`src/rtl/trap_seq_pkg.sv`:
```
package trap_seq_pkg;
  localparam int TT_W  = 9;
  localparam int PS_W  = 10;
  localparam int CC_W  = 8;
  localparam int SID_W = 8;

  typedef struct packed {
    logic [1:0] mem_model;
    logic       recov;
    logic       fpu_en;
    logic       addr_mask;
    logic       priv;
    logic       int_en;
    logic       alt_glob;
    logic       cur_le;
    logic       trap_le;
  } proc_state_t;

  typedef enum logic [1:0] {WIN_KEEP, WIN_CLEAN, WIN_SPILL, WIN_FILL} win_kind_t;

  localparam logic [TT_W-1:0] TT_CLEAN    = 9'h024;
  localparam logic [TT_W-1:0] TT_SPILL_LO = 9'h080;
  localparam logic [TT_W-1:0] TT_SPILL_HI = 9'h0BF;
  localparam logic [TT_W-1:0] TT_FILL_LO  = 9'h0C0;
  localparam logic [TT_W-1:0] TT_FILL_HI  = 9'h0FF;

  function automatic win_kind_t classify(input logic [TT_W-1:0] tt);
    if (tt == TT_CLEAN) return WIN_CLEAN;
    if (tt >= TT_SPILL_LO && tt <= TT_SPILL_HI) return WIN_SPILL;
    if (tt >= TT_FILL_LO && tt <= TT_FILL_HI) return WIN_FILL;
    return WIN_KEEP;
  endfunction

  function automatic proc_state_t force_entry(input proc_state_t in_ps, input logic has_fpu);
    proc_state_t o;
    o           = in_ps;
    o.recov     = 1'b0;
    o.fpu_en    = has_fpu;
    o.addr_mask = 1'b0;
    o.priv      = 1'b1;
    o.int_en    = 1'b0;
    o.alt_glob  = 1'b1;
    o.cur_le    = in_ps.trap_le;
    return o;
  endfunction
endpackage

```
`src/rtl/win_adjust.sv`:
```
module win_adjust
  import trap_seq_pkg::*;
#(
  parameter int WPW = 3
) (
  input  logic [TT_W-1:0] tt,
  input  logic [WPW-1:0]  win_in,
  input  logic [WPW-1:0]  save_avail,
  output logic [WPW-1:0]  win_out
);
  win_kind_t kind;
  assign kind = classify(tt);

  always_comb begin
    unique case (kind)
      WIN_CLEAN: win_out = win_in + WPW'(1);
      WIN_SPILL: win_out = win_in + save_avail + WPW'(2);
      WIN_FILL:  win_out = win_in - WPW'(1);
      default:   win_out = win_in;
    endcase
  end
endmodule

```
`src/rtl/vector_gen.sv`:
```
module vector_gen
  import trap_seq_pkg::*;
#(
  parameter int VA = 64
) (
  input  logic [VA-1:0]   base,
  input  logic            lvl_nz,
  input  logic [TT_W-1:0] tt,
  output logic [VA-1:0]   pc,
  output logic [VA-1:0]   npc
);
  logic unused_base_lo;
  assign unused_base_lo = ^base[14:0];

  assign pc  = {base[VA-1:15], lvl_nz, tt, 5'b00000};
  assign npc = {base[VA-1:15], lvl_nz, tt, 5'b00100};
endmodule

```
`src/rtl/align_check.sv`:
```
module align_check (
  input  logic [3:0] addr_lo,
  input  logic [2:0] size,
  output logic       fault
);
  logic [3:0] mask;
  always_comb begin
    case (size)
      3'd0:    mask = 4'b0000;
      3'd1:    mask = 4'b0001;
      3'd2:    mask = 4'b0011;
      3'd3:    mask = 4'b0111;
      default: mask = 4'b1111;
    endcase
  end
  assign fault = |(addr_lo & mask);
endmodule

```
`src/rtl/trap_slot_stack.sv`:
```
module trap_slot_stack #(
  parameter int DEPTH = 5,
  parameter int W     = 8,
  parameter int IW    = (DEPTH > 1) ? $clog2(DEPTH) : 1
) (
  input  logic          clk,
  input  logic          rst_n,
  input  logic          wr_en,
  input  logic [IW-1:0] wr_idx,
  input  logic [W-1:0]  wr_data,
  input  logic [IW-1:0] rd_idx,
  output logic [W-1:0]  rd_data
);
  logic [DEPTH-1:0][W-1:0] slot_q;

  for (genvar g = 0; g < DEPTH; g++) begin : g_slot
    always_ff @(posedge clk or negedge rst_n) begin
      if (!rst_n)                          slot_q[g] <= '0;
      else if (wr_en && wr_idx == IW'(g))  slot_q[g] <= wr_data;
    end
  end

  always_comb begin
    rd_data = '0;
    for (int i = 0; i < DEPTH; i++)
      if (rd_idx == IW'(i)) rd_data = slot_q[i];
  end
endmodule

```
`src/rtl/trap_entry_seq.sv`:
```
module trap_entry_seq
  import trap_seq_pkg::*;
#(
  parameter int VA      = 64,
  parameter int NWIN    = 8,
  parameter int MAX_LVL = 5,
  parameter bit HAS_FPU = 1'b1,
  parameter int WPW     = $clog2(NWIN),
  parameter int TLW     = $clog2(MAX_LVL + 1)
) (
  input  logic              clk,
  input  logic              rst_n,
  input  logic              trap_valid,
  output logic              trap_ready,
  input  logic [TT_W-1:0]   trap_type,
  input  logic [VA-1:0]     base_addr,
  input  logic [VA-1:0]     cur_pc,
  input  logic [VA-1:0]     cur_npc,
  input  logic [CC_W-1:0]   cur_cc,
  input  logic [SID_W-1:0]  cur_sid,
  input  logic [PS_W-1:0]   cur_ps,
  input  logic [WPW-1:0]    cur_win,
  input  logic [WPW-1:0]    save_avail,
  input  logic              ret_valid,
  output logic              upd_valid,
  output logic              upd_ret,
  output logic [CC_W-1:0]   upd_cc,
  output logic [SID_W-1:0]  upd_sid,
  output logic [PS_W-1:0]   upd_ps,
  output logic [WPW-1:0]    upd_win,
  output logic [VA-1:0]     upd_pc,
  output logic [VA-1:0]     upd_npc,
  output logic [TLW-1:0]    trap_lvl,
  output logic [TT_W-1:0]   saved_type,
  output logic              err_mode,
  input  logic [3:0]        acc_addr_lo,
  input  logic [2:0]        acc_size,
  output logic              misalign
);
  localparam int IW   = (MAX_LVL > 1) ? $clog2(MAX_LVL) : 1;
  localparam int ST_W = CC_W + SID_W + PS_W + WPW;
  localparam logic [TLW-1:0] LVL_TOP = TLW'(MAX_LVL);

  logic [TLW-1:0] lvl_q;
  logic           err_q;
  logic           take_trap, push, to_err, pop;
  logic [IW-1:0]  wr_idx, rd_idx;

  assign trap_ready = !err_q;
  assign take_trap  = trap_valid && trap_ready;
  assign push       = take_trap && (lvl_q < LVL_TOP);
  assign to_err     = take_trap && (lvl_q == LVL_TOP);
  assign pop        = ret_valid && !take_trap && !err_q && (lvl_q != '0);
  assign wr_idx     = IW'(lvl_q);
  assign rd_idx     = IW'(lvl_q - TLW'(1));

  // entry-side datapath
  logic [WPW-1:0] adj_win;
  logic [VA-1:0]  vec_pc, vec_npc;
  proc_state_t    forced_ps;

  win_adjust #(.WPW(WPW)) u_win (
    .tt(trap_type), .win_in(cur_win), .save_avail(save_avail), .win_out(adj_win)
  );

  vector_gen #(.VA(VA)) u_vec (
    .base(base_addr), .lvl_nz(lvl_q != '0), .tt(trap_type), .pc(vec_pc), .npc(vec_npc)
  );

  assign forced_ps = force_entry(proc_state_t'(cur_ps), HAS_FPU);

  // per-level stacks
  logic [ST_W-1:0]   st_rd;
  logic [2*VA-1:0]   pcs_rd;
  logic [TT_W-1:0]   tt_rd;

  trap_slot_stack #(.DEPTH(MAX_LVL), .W(ST_W), .IW(IW)) u_st_stack (
    .clk(clk), .rst_n(rst_n), .wr_en(push), .wr_idx(wr_idx),
    .wr_data({cur_cc, cur_sid, cur_ps, cur_win}), .rd_idx(rd_idx), .rd_data(st_rd)
  );

  trap_slot_stack #(.DEPTH(MAX_LVL), .W(2*VA), .IW(IW)) u_pc_stack (
    .clk(clk), .rst_n(rst_n), .wr_en(push), .wr_idx(wr_idx),
    .wr_data({cur_pc, cur_npc}), .rd_idx(rd_idx), .rd_data(pcs_rd)
  );

  trap_slot_stack #(.DEPTH(MAX_LVL), .W(TT_W), .IW(IW)) u_tt_stack (
    .clk(clk), .rst_n(rst_n), .wr_en(push), .wr_idx(wr_idx),
    .wr_data(trap_type), .rd_idx(rd_idx), .rd_data(tt_rd)
  );

  // level and error state
  always_ff @(posedge clk or negedge rst_n) begin
    if (!rst_n) begin
      lvl_q <= '0;
      err_q <= 1'b0;
    end else begin
      if (push)      lvl_q <= lvl_q + TLW'(1);
      else if (pop)  lvl_q <= lvl_q - TLW'(1);
      if (to_err)    err_q <= 1'b1;
    end
  end

  // registered update bundle
  always_ff @(posedge clk or negedge rst_n) begin
    if (!rst_n) begin
      upd_valid <= 1'b0;
      upd_ret   <= 1'b0;
      upd_cc    <= '0;
      upd_sid   <= '0;
      upd_ps    <= '0;
      upd_win   <= '0;
      upd_pc    <= '0;
      upd_npc   <= '0;
    end else if (push) begin
      upd_valid <= 1'b1;
      upd_ret   <= 1'b0;
      upd_cc    <= cur_cc;
      upd_sid   <= cur_sid;
      upd_ps    <= forced_ps;
      upd_win   <= adj_win;
      upd_pc    <= vec_pc;
      upd_npc   <= vec_npc;
    end else if (pop) begin
      upd_valid <= 1'b1;
      upd_ret   <= 1'b1;
      {upd_cc, upd_sid, upd_ps, upd_win} <= st_rd;
      {upd_pc, upd_npc} <= pcs_rd;
    end else begin
      upd_valid <= 1'b0;
    end
  end

  assign trap_lvl   = lvl_q;
  assign err_mode   = err_q;
  assign saved_type = (lvl_q == '0) ? '0 : tt_rd;

  align_check u_align (.addr_lo(acc_addr_lo), .size(acc_size), .fault(misalign));

  // assertions
  p_lvl_bound_r10: assert property (@(posedge clk) disable iff (!rst_n)
    trap_lvl <= LVL_TOP);

  p_entry_step_r2: assert property (@(posedge clk) disable iff (!rst_n)
    (trap_valid && trap_ready && trap_lvl < LVL_TOP)
      |=> (trap_lvl == TLW'($past(trap_lvl) + TLW'(1))) && upd_valid && !upd_ret);

  p_ret_step_r9: assert property (@(posedge clk) disable iff (!rst_n)
    (ret_valid && !trap_valid && !err_mode && trap_lvl != '0)
      |=> (trap_lvl == TLW'($past(trap_lvl) - TLW'(1))) && upd_valid && upd_ret);

  p_err_sticky_r10: assert property (@(posedge clk) disable iff (!rst_n)
    err_mode |=> err_mode && !upd_valid && $stable(trap_lvl));

  p_forced_ps_r3: assert property (@(posedge clk) disable iff (!rst_n)
    (upd_valid && !upd_ret) |-> (upd_ps[4] && upd_ps[2] && !upd_ps[3] && !upd_ps[5] && !upd_ps[7]));

  p_both_req_r11: assert property (@(posedge clk) disable iff (!rst_n)
    (trap_valid && trap_ready && ret_valid && trap_lvl < LVL_TOP) |=> !upd_ret);
endmodule

```
`config.mk`:
```
export PLATFORM = sky130hd
export DESIGN_NAME = trap_entry_seq
export DESIGN_NICKNAME = d
export VERILOG_FILES = /design/src/rtl/trap_seq_pkg.sv /design/src/rtl/win_adjust.sv /design/src/rtl/vector_gen.sv /design/src/rtl/align_check.sv /design/src/rtl/trap_slot_stack.sv /design/src/rtl/trap_entry_seq.sv
export SDC_FILE = /design/constraint.sdc
export NUM_CORES = 1
export LEC_CHECK = 0
export BUFFER_PORTS_ARGS = -buffer_cell sky130_fd_sc_hd__clkbuf_2
export CAP_MARGIN = 20
export CORE_MARGIN = 3
export CORE_UTILIZATION = 25
export CTS_CLUSTER_SIZE = 40
export DETAILED_ROUTE_END_ITERATION = 8
export REMOVE_ABC_BUFFERS = 1
export SLEW_MARGIN = 5
export SYNTH_ARGS = -nofsm -noshare
export SYNTH_HDL_FRONTEND = slang
export SYNTH_SLANG_ARGS = --single-unit
```
`constraint.sdc`:
```
create_clock -name clk -period 5.28 [get_ports clk]
set_clock_uncertainty 0.05 [all_clocks]
set_input_delay 0.264 -clock clk [delete_from_list [all_inputs] [get_ports clk]]
set_output_delay 0.264 -clock clk [all_outputs]
set_load 0.05 [all_outputs]
```
==> flow_summary_export.csv, run 1 <==
group,metric,value,unit
status,outcome,"finished clean",
setup_path,endpoint_kind,"output port",
clocking,clk_path_buf_depth,3,
timing,min_period_over_period,0.824,
setup_path,slowest_delay,0.69,ns
placement,place_hpwl,84.2,mm
synthesis,synth_seq_cells,993,
timing,tightestPinTransition,1.11,ns
grt,grt_max_degree,171,
synthesis,syn-cell-area,0.0453,mm2
setup_path,critPathBufInv,2,
layout,num-nets-final,4272,
synthesis,synth_fa_ha_area_frac,0.00348,
power,ir_drop,0.000309,V
drt,vias,32600,
synthesis,synth_most_common_cell,"dfrtp_1",
power,p_switching,3.65,mW
grt,grt_pass1_wl,214,mm
timing,fin_crit,4.35,ns
synthesis,synth_cells,3536,
worst_hold_path,hp-class,"input port to register",
drt,drt-total-wl,142,mm
synthesis,synth_edf_count,0,
worst_hold_path,min_from,"trap_type[6]",
timing,slew_headroom,0.259,
drt,wl_per_cell,22.0,um
power,intPower,12.5,mW
grt,grt_overflow,0,
synthesis,synth_xor_area_frac,0.00144,
setup_path,r2r-start,"trap_lvl[0]",
synthesis,synthMuxAreaShare,0.206,
setup_path,crit_family,"simple AND/OR/NAND/NOR gates",
floorplan,start_util,0.253,
synthesis,synth_top_family_by_area,"multiplexers",
placement,io_buffers,402,
power,power_frac_clock,0.487,
synthesis,synth_common_cells,"dfrtp_1 (993), mux2_2 (828), clkbuf_1 (176)",
grt,antenna_found_initial,13,
synthesis,async_flop_share,1.00,
clocking,cts_max_level,3,
setup_path,crit_chain,"inv_1 > ha_1 > nand2b_1 > and2_1 > o211ai_1 > a32oi_1 > clkbuf_2",
timing,rsz0062_at_grt,"false",
grt,grt_pass1_vias,33400,
setup_path,worstPathMaxFanout,14,
timing,drv_slew,0,
floorplan,rows,155,
timing,setup_viol,0,
grt,met1_usage,0.185,
power,power,16.1,mW
synthesis,synth_cell_types,49,
drt,drtIter0Drc,2378,
floorplan,die_x,432,um
worst_hold_path,holdPathEnd,"u_tt_stack.slot_q[33]",
setup_path,ff2ff_path_depth,8,
grt,met2_usage,0.261,
layout,drive_gt1_frac,0.363,
setup_path,reg2reg_to,"upd_pc[61]",
clocking,cts_buffers,111,
synthesis,synth_compound_area_frac,0.143,
power,combPwrFrac,0.036,
placement,gp_congestion,0.749,
worst_hold_path,hold_depth,2,
synthesis,synth_ff_type,"dfrtp_1",
setup_path,cp.arrival,4.04,ns
synthesis,yosysTopAreaCell,"dfrtp_1",
flow_run,cap_violations,0,
clocking,clk_pin_slew,0.07,ns
power,p_seq_frac,0.477,
floorplan,ioPinCount,418,
drt,ant_nets,0,
synthesis,yosysSeqAreaShare,0.548,
timing,clock.fmax,230,MHz
grt,grt_use_total,0.149,
layout,area_growth,23.2,%
timing,hold_viol_final,0,
setup_path,crit_required,4.97,ns
clocking,cts.sinks,993,
clocking,worstSkewPairLatency,0.76,ns
synthesis,ys_warn_count,0,
setup_path,path_class,"register to output port",
grt,grt-busiest-layer,"met2",
drt,drc,0,
power,p_per_area,289,mW/mm2
floorplan,core_area,0.179,mm2
synthesis,syn_avg_cell_area,12.8,um2
floorplan,fp.dieArea,0.186,mm2
grt,use_met3,0.0224,
synthesis,synth_top_area_share,0.548,
clocking,cts-root-buf,"clkbuf_16",
timing,setup_tns,0,ns
drt,dr.pass1.iters,5,
clocking,tritoncts,"done",
setup_path,reg2reg_setup_slack,1.67,ns
drt,routed_via_density,5.04,
synthesis,synth_area_leaders,"dfrtp_1 (55%), mux2_2 (21%), a221o_1 (3.2%)",
power,switching_share,0.226,
power,leakage,25.3,nW
synthesis,synth_simple_gate_area_frac,0.0648,
setup_path,critPathLaunchType,"register",
clocking,cts_resized,0,
setup_path,slowest_stage,"ha_1",
floorplan,die_y,432,um
## how the worst max path moves through the flow
stage / startpoint / slack (ns) / cells past startpoint / to
after floorplan: trap_lvl[0] / -13.12 / 4 / u_pc_stack.slot_q[512]
after global placement: trap_lvl[0] / 1.63 / 7 / saved_type[2]
after detailed placement: trap_lvl[0] / 1.67 / 7 / saved_type[2]
after CTS: trap_lvl[0] / 0.80 / 7 / saved_type[2]
after global routing: trap_lvl[0] / 0.64 / 7 / saved_type[2]
final: trap_lvl[0] / 0.93 / 7 / saved_type[2]
## state kept, by name (all words and copies together) (netlist names), 8 cells and up
signal and cells:
u_st_stack.slot_q 145, u_pc_stack.slot_q 640, upd_npc 64, upd_pc 64
upd_sid 8, u_tt_stack.slot_q 45, upd_cc 8, upd_ps 10
## final cells by class
cell class | instances | area (um2)
flip-flops and latches | 993 | 24800
clock buffers | 161 | 3180
diodes | 11 | 27.5
fillers | 18000 | 124000
inverters | 11 | 46.3
repair buffers | 693 | 5130
multi-input cells | 2206 | 19100
clock inverters | 35 | 538
well taps | 2355 | 2950
## stage by stage
stage	utilization	instances	worst slack [ns]	cell area [um2]	hold slack, ns
finish	0.311	6465	0.931	55800	0.0548
global placement	0.278	6042	1.63	49900	0.363
global route	0.311	6461	0.635	55800	0.0345
detailed placement	0.278	6042	1.67	49900	0.367
CTS	0.311	6454	0.799	55800	0.0232
floorplan	-	3210	-13.12	43900	-0.0816
## power by group through the flow
| stage | Clock (mW) | Sequential, mW | Combinational, mW |
|---|---|---|---|
| floorplan | 0 | 7.84 | 0.0790 |
| global placement | 0 | 7.84 | 0.434 |
| detailed placement | 0 | 7.84 | 0.445 |
| CTS | 8.07 | 7.71 | 0.591 |
| global route | 8.39 | 7.71 | 0.641 |
| finish | 7.86 | 7.71 | 0.574 |
## logic make-up after synthesis
| kind of cell | Yosys count |
|---|---|
| buffers and inverters | 337 |
| adders and majority gates | 12 |
| and+or+nand+nor | 526 |
| xor gates and xnor gates | 5 |
| AOI/OAI and AO/OA | 834 |
| DFF | 993 |
| muxes | 829 |
## placed cells by master, fill, tap and decap left out, types with 116 or more instances in the layout
cell type and count:
dfrtp_1 993, mux2_2 828, clkbuf_2 401, dlygate4sd3_1 216
nand2_1 170, a221o_1 147, a22oi_1 142, nand2b_1 134
o31a_1 129, nand3b_1 129, a311oi_1 129, o21ai_0 116
## layer usage
| layer | vias to the layer above | part of all wire |
|---|---|---|
| li1 | 14300 | - |
| met5 | - | 0.000077 |
| met2 | 835 | 0.51 |
| met3 | 213 | 0.045 |
| met4 | 2 | 0.032 |
| met1 | 17200 | 0.42 |
## what timing repair did
| action | 4_1_cts | 5_1_grt |
|---|---|---|
| hold buffers | 216 | 0 |
| hold endpoints to repair | 1035 | 0 |
| buffers inserted | 0 | 0 |
| setup endpoints to repair | 0 | 0 |
Note: power is estimated with default switching activity, not from simulation.
==> inputs of run 2 (changes only) <==
Clock period 5.28 ns to 4.5 ns, I/O delays scaled along.
==> run 2 against run 1 <==
Net effect: combinational power is 18% higher; sequential power is 17% higher; core utilization is 0.15 points higher; die area stayed put; sequential share of layout area is 0.21 points lower; worst hold slack better by 0.014 ns; largest cell class unchanged; largest power group unchanged.
==> flow_summary_export.csv, run 2 (synthesis results as in run 1) <==
group,metric,value,unit
drt,vias,32800,
clocking,clk_pin_slew,0.06,ns
timing,setup_tns,0,ns
layout,area_growth,23.8,%
layout,layout_common_cells,"dfrtp_1 (993), mux2_2 (828), clkbuf_2 (400)",
setup_path,cp.arrival,3.88,ns
clocking,post_cts_buffers,0,
setup_path,critPathLaunchType,"register",
power,p_per_area,338,mW/mm2
drt,ant_nets,0,
layout,num-nets-final,4286,
timing,worst_slack,0.349,ns
floorplan,ioPinCount,418,
placement,place_hpwl,84.7,mm
timing,tightestPinTransition,1.05,ns
drt,dr.pass1.iters,5,
power,power,19.0,mW
timing,clock.fmax,241,MHz
layout,final_common_cell,"dfrtp_1",
timing,drv_slew,0,
layout,postLayoutCoreUtil,0.313,
layout,reg_top3,"u_pc_stack.slot_q x640, u_st_stack.slot_q x145",
drt,drc,0,
power,leakage,25.5,nW
drt,drt-total-wl,143,mm
setup_path,worstPathMaxFanout,14,
placement,gp_congestion,0.764,
clocking,worstSkewPairLatency,0.75,ns
floorplan,die_x,432,um
setup_path,reg2reg_setup_slack,0.91,ns
timing,slew_headroom,0.302,
placement,post-place-ws,0.898,ns
layout,largest_reg_flops,640,
grt,grt_overflow,0,
timing,rsz0062_at_grt,"false",
timing,fin_crit,4.15,ns
clocking,cts.sinks,993,
setup_path,crit_required,4.22,ns
layout,drive_gt1_frac,0.366,
grt,grt_max_degree,137,
layout,instances_no_fill,6486,
drt,drtIter0Drc,2181,
timing,hold_viol_final,0,
status,outcome,"finished clean",
setup_path,endpoint_kind,"output port",
layout,design_area,0.0561,mm2
layout,n_fill_cell,17900,
grt,antenna_found_initial,9,
floorplan,start_util,0.253,
grt,grt_use_total,0.150,
timing,setup_viol,0,
drt,routed_via_density,5.05,
drt,wl_per_cell,22.1,um
grt,grt_pass1_vias,33700,
flow_run,cap_violations,0,
clocking,cts-root-buf,"clkbuf_16",
clocking,clk_path_buf_depth,3,
floorplan,core_area,0.179,mm2
placement,dpl-instance-area,0.0502,mm2
clocking,cts_max_level,3,
layout,top_register,"u_pc_stack.slot_q",
floorplan,rows,155,
placement,placed_cells,6054,
timing,min_period_over_period,0.923,
placement,io_buffers,402,
clocking,cts_buffers,112,
grt,grt_pass1_wl,216,mm
floorplan,die_y,432,um
clocking,tritoncts,"done",
floorplan,fp.dieArea,0.186,mm2
timing,fin_hold_ws,0.0684,ns
power,ir_drop,0.000296,V
worst_hold_path,hp-class,"input port to asynchronous set/reset pin",
setup_path,path_class,"register to output port",
run 2: timing repair:
action                     CTS  global route
hold endpoints to repair  1034             0
gates resized for setup      0             0
hold buffers               217             0
run 2: cell type report:
class | instances | area, um2 | area share
flip-flops and latches | 993 | 24800 | 0.443
clock inverters | 29 | 330 | 0.00589
well taps | 2355 | 2950 | 0.0525
diodes | 9 | 22.5 | 0.000401
repair buffers | 706 | 5380 | 0.0958
clock buffers | 177 | 3410 | 0.0608
inverters | 11 | 46.3 | 0.000825
multi-input cells | 2206 | 19100 | 0.341
run 2: worst paths after layout:
check | startpoint | to | depth (start not counted)
max in group asynchronous | rst_n | u_pc_stack.slot_q[310] | 3
min | rst_n | upd_pc[22] | 2
max reg2reg | trap_lvl[0] | upd_pc[16] | 8
min reg2reg | u_st_stack.slot_q[117] | u_st_stack.slot_q[117] | 2
max | trap_lvl[0] | saved_type[6] | 8
min in group clk | base_addr[63] | upd_npc[63] | 4
run 2: worst max-delay path, cell delays in order, from the launching register on:
cell and delay, ns:
dfrtp_1 0.49, inv_1 0.23, ha_1 0.67, xor2_4 0.21, and2_1 0.44, nand2_1 0.13, a21o_1 0.19, a32oi_1 0.38
clkbuf_2 0.37
run 2: routing by layer:
| metal | GRT usage | vias to the layer above | wire (um) |
|---|---|---|---|
| li1 | - | 14400 | - |
| met1 | 0.185 | 17300 | 59500 |
| met2 | 0.266 | 805 | 74000 |
| met3 | 0.0228 | 226 | 5450 |
| met4 | 0.0523 | 0 | 4400 |
| met5 | 0 | - | 0 |
run 2: report_power, final:
| group | internal (mW) | switching [mW] | leakage, nW | total [mW] |
|---|---|---|---|---|
| combinational | 0.283 | 0.394 | 9.98 | 0.677 |
| clock | 5.42 | 3.82 | 1.83 | 9.24 |
| sequential | 9.01 | 0.0376 | 13.7 | 9.05 |
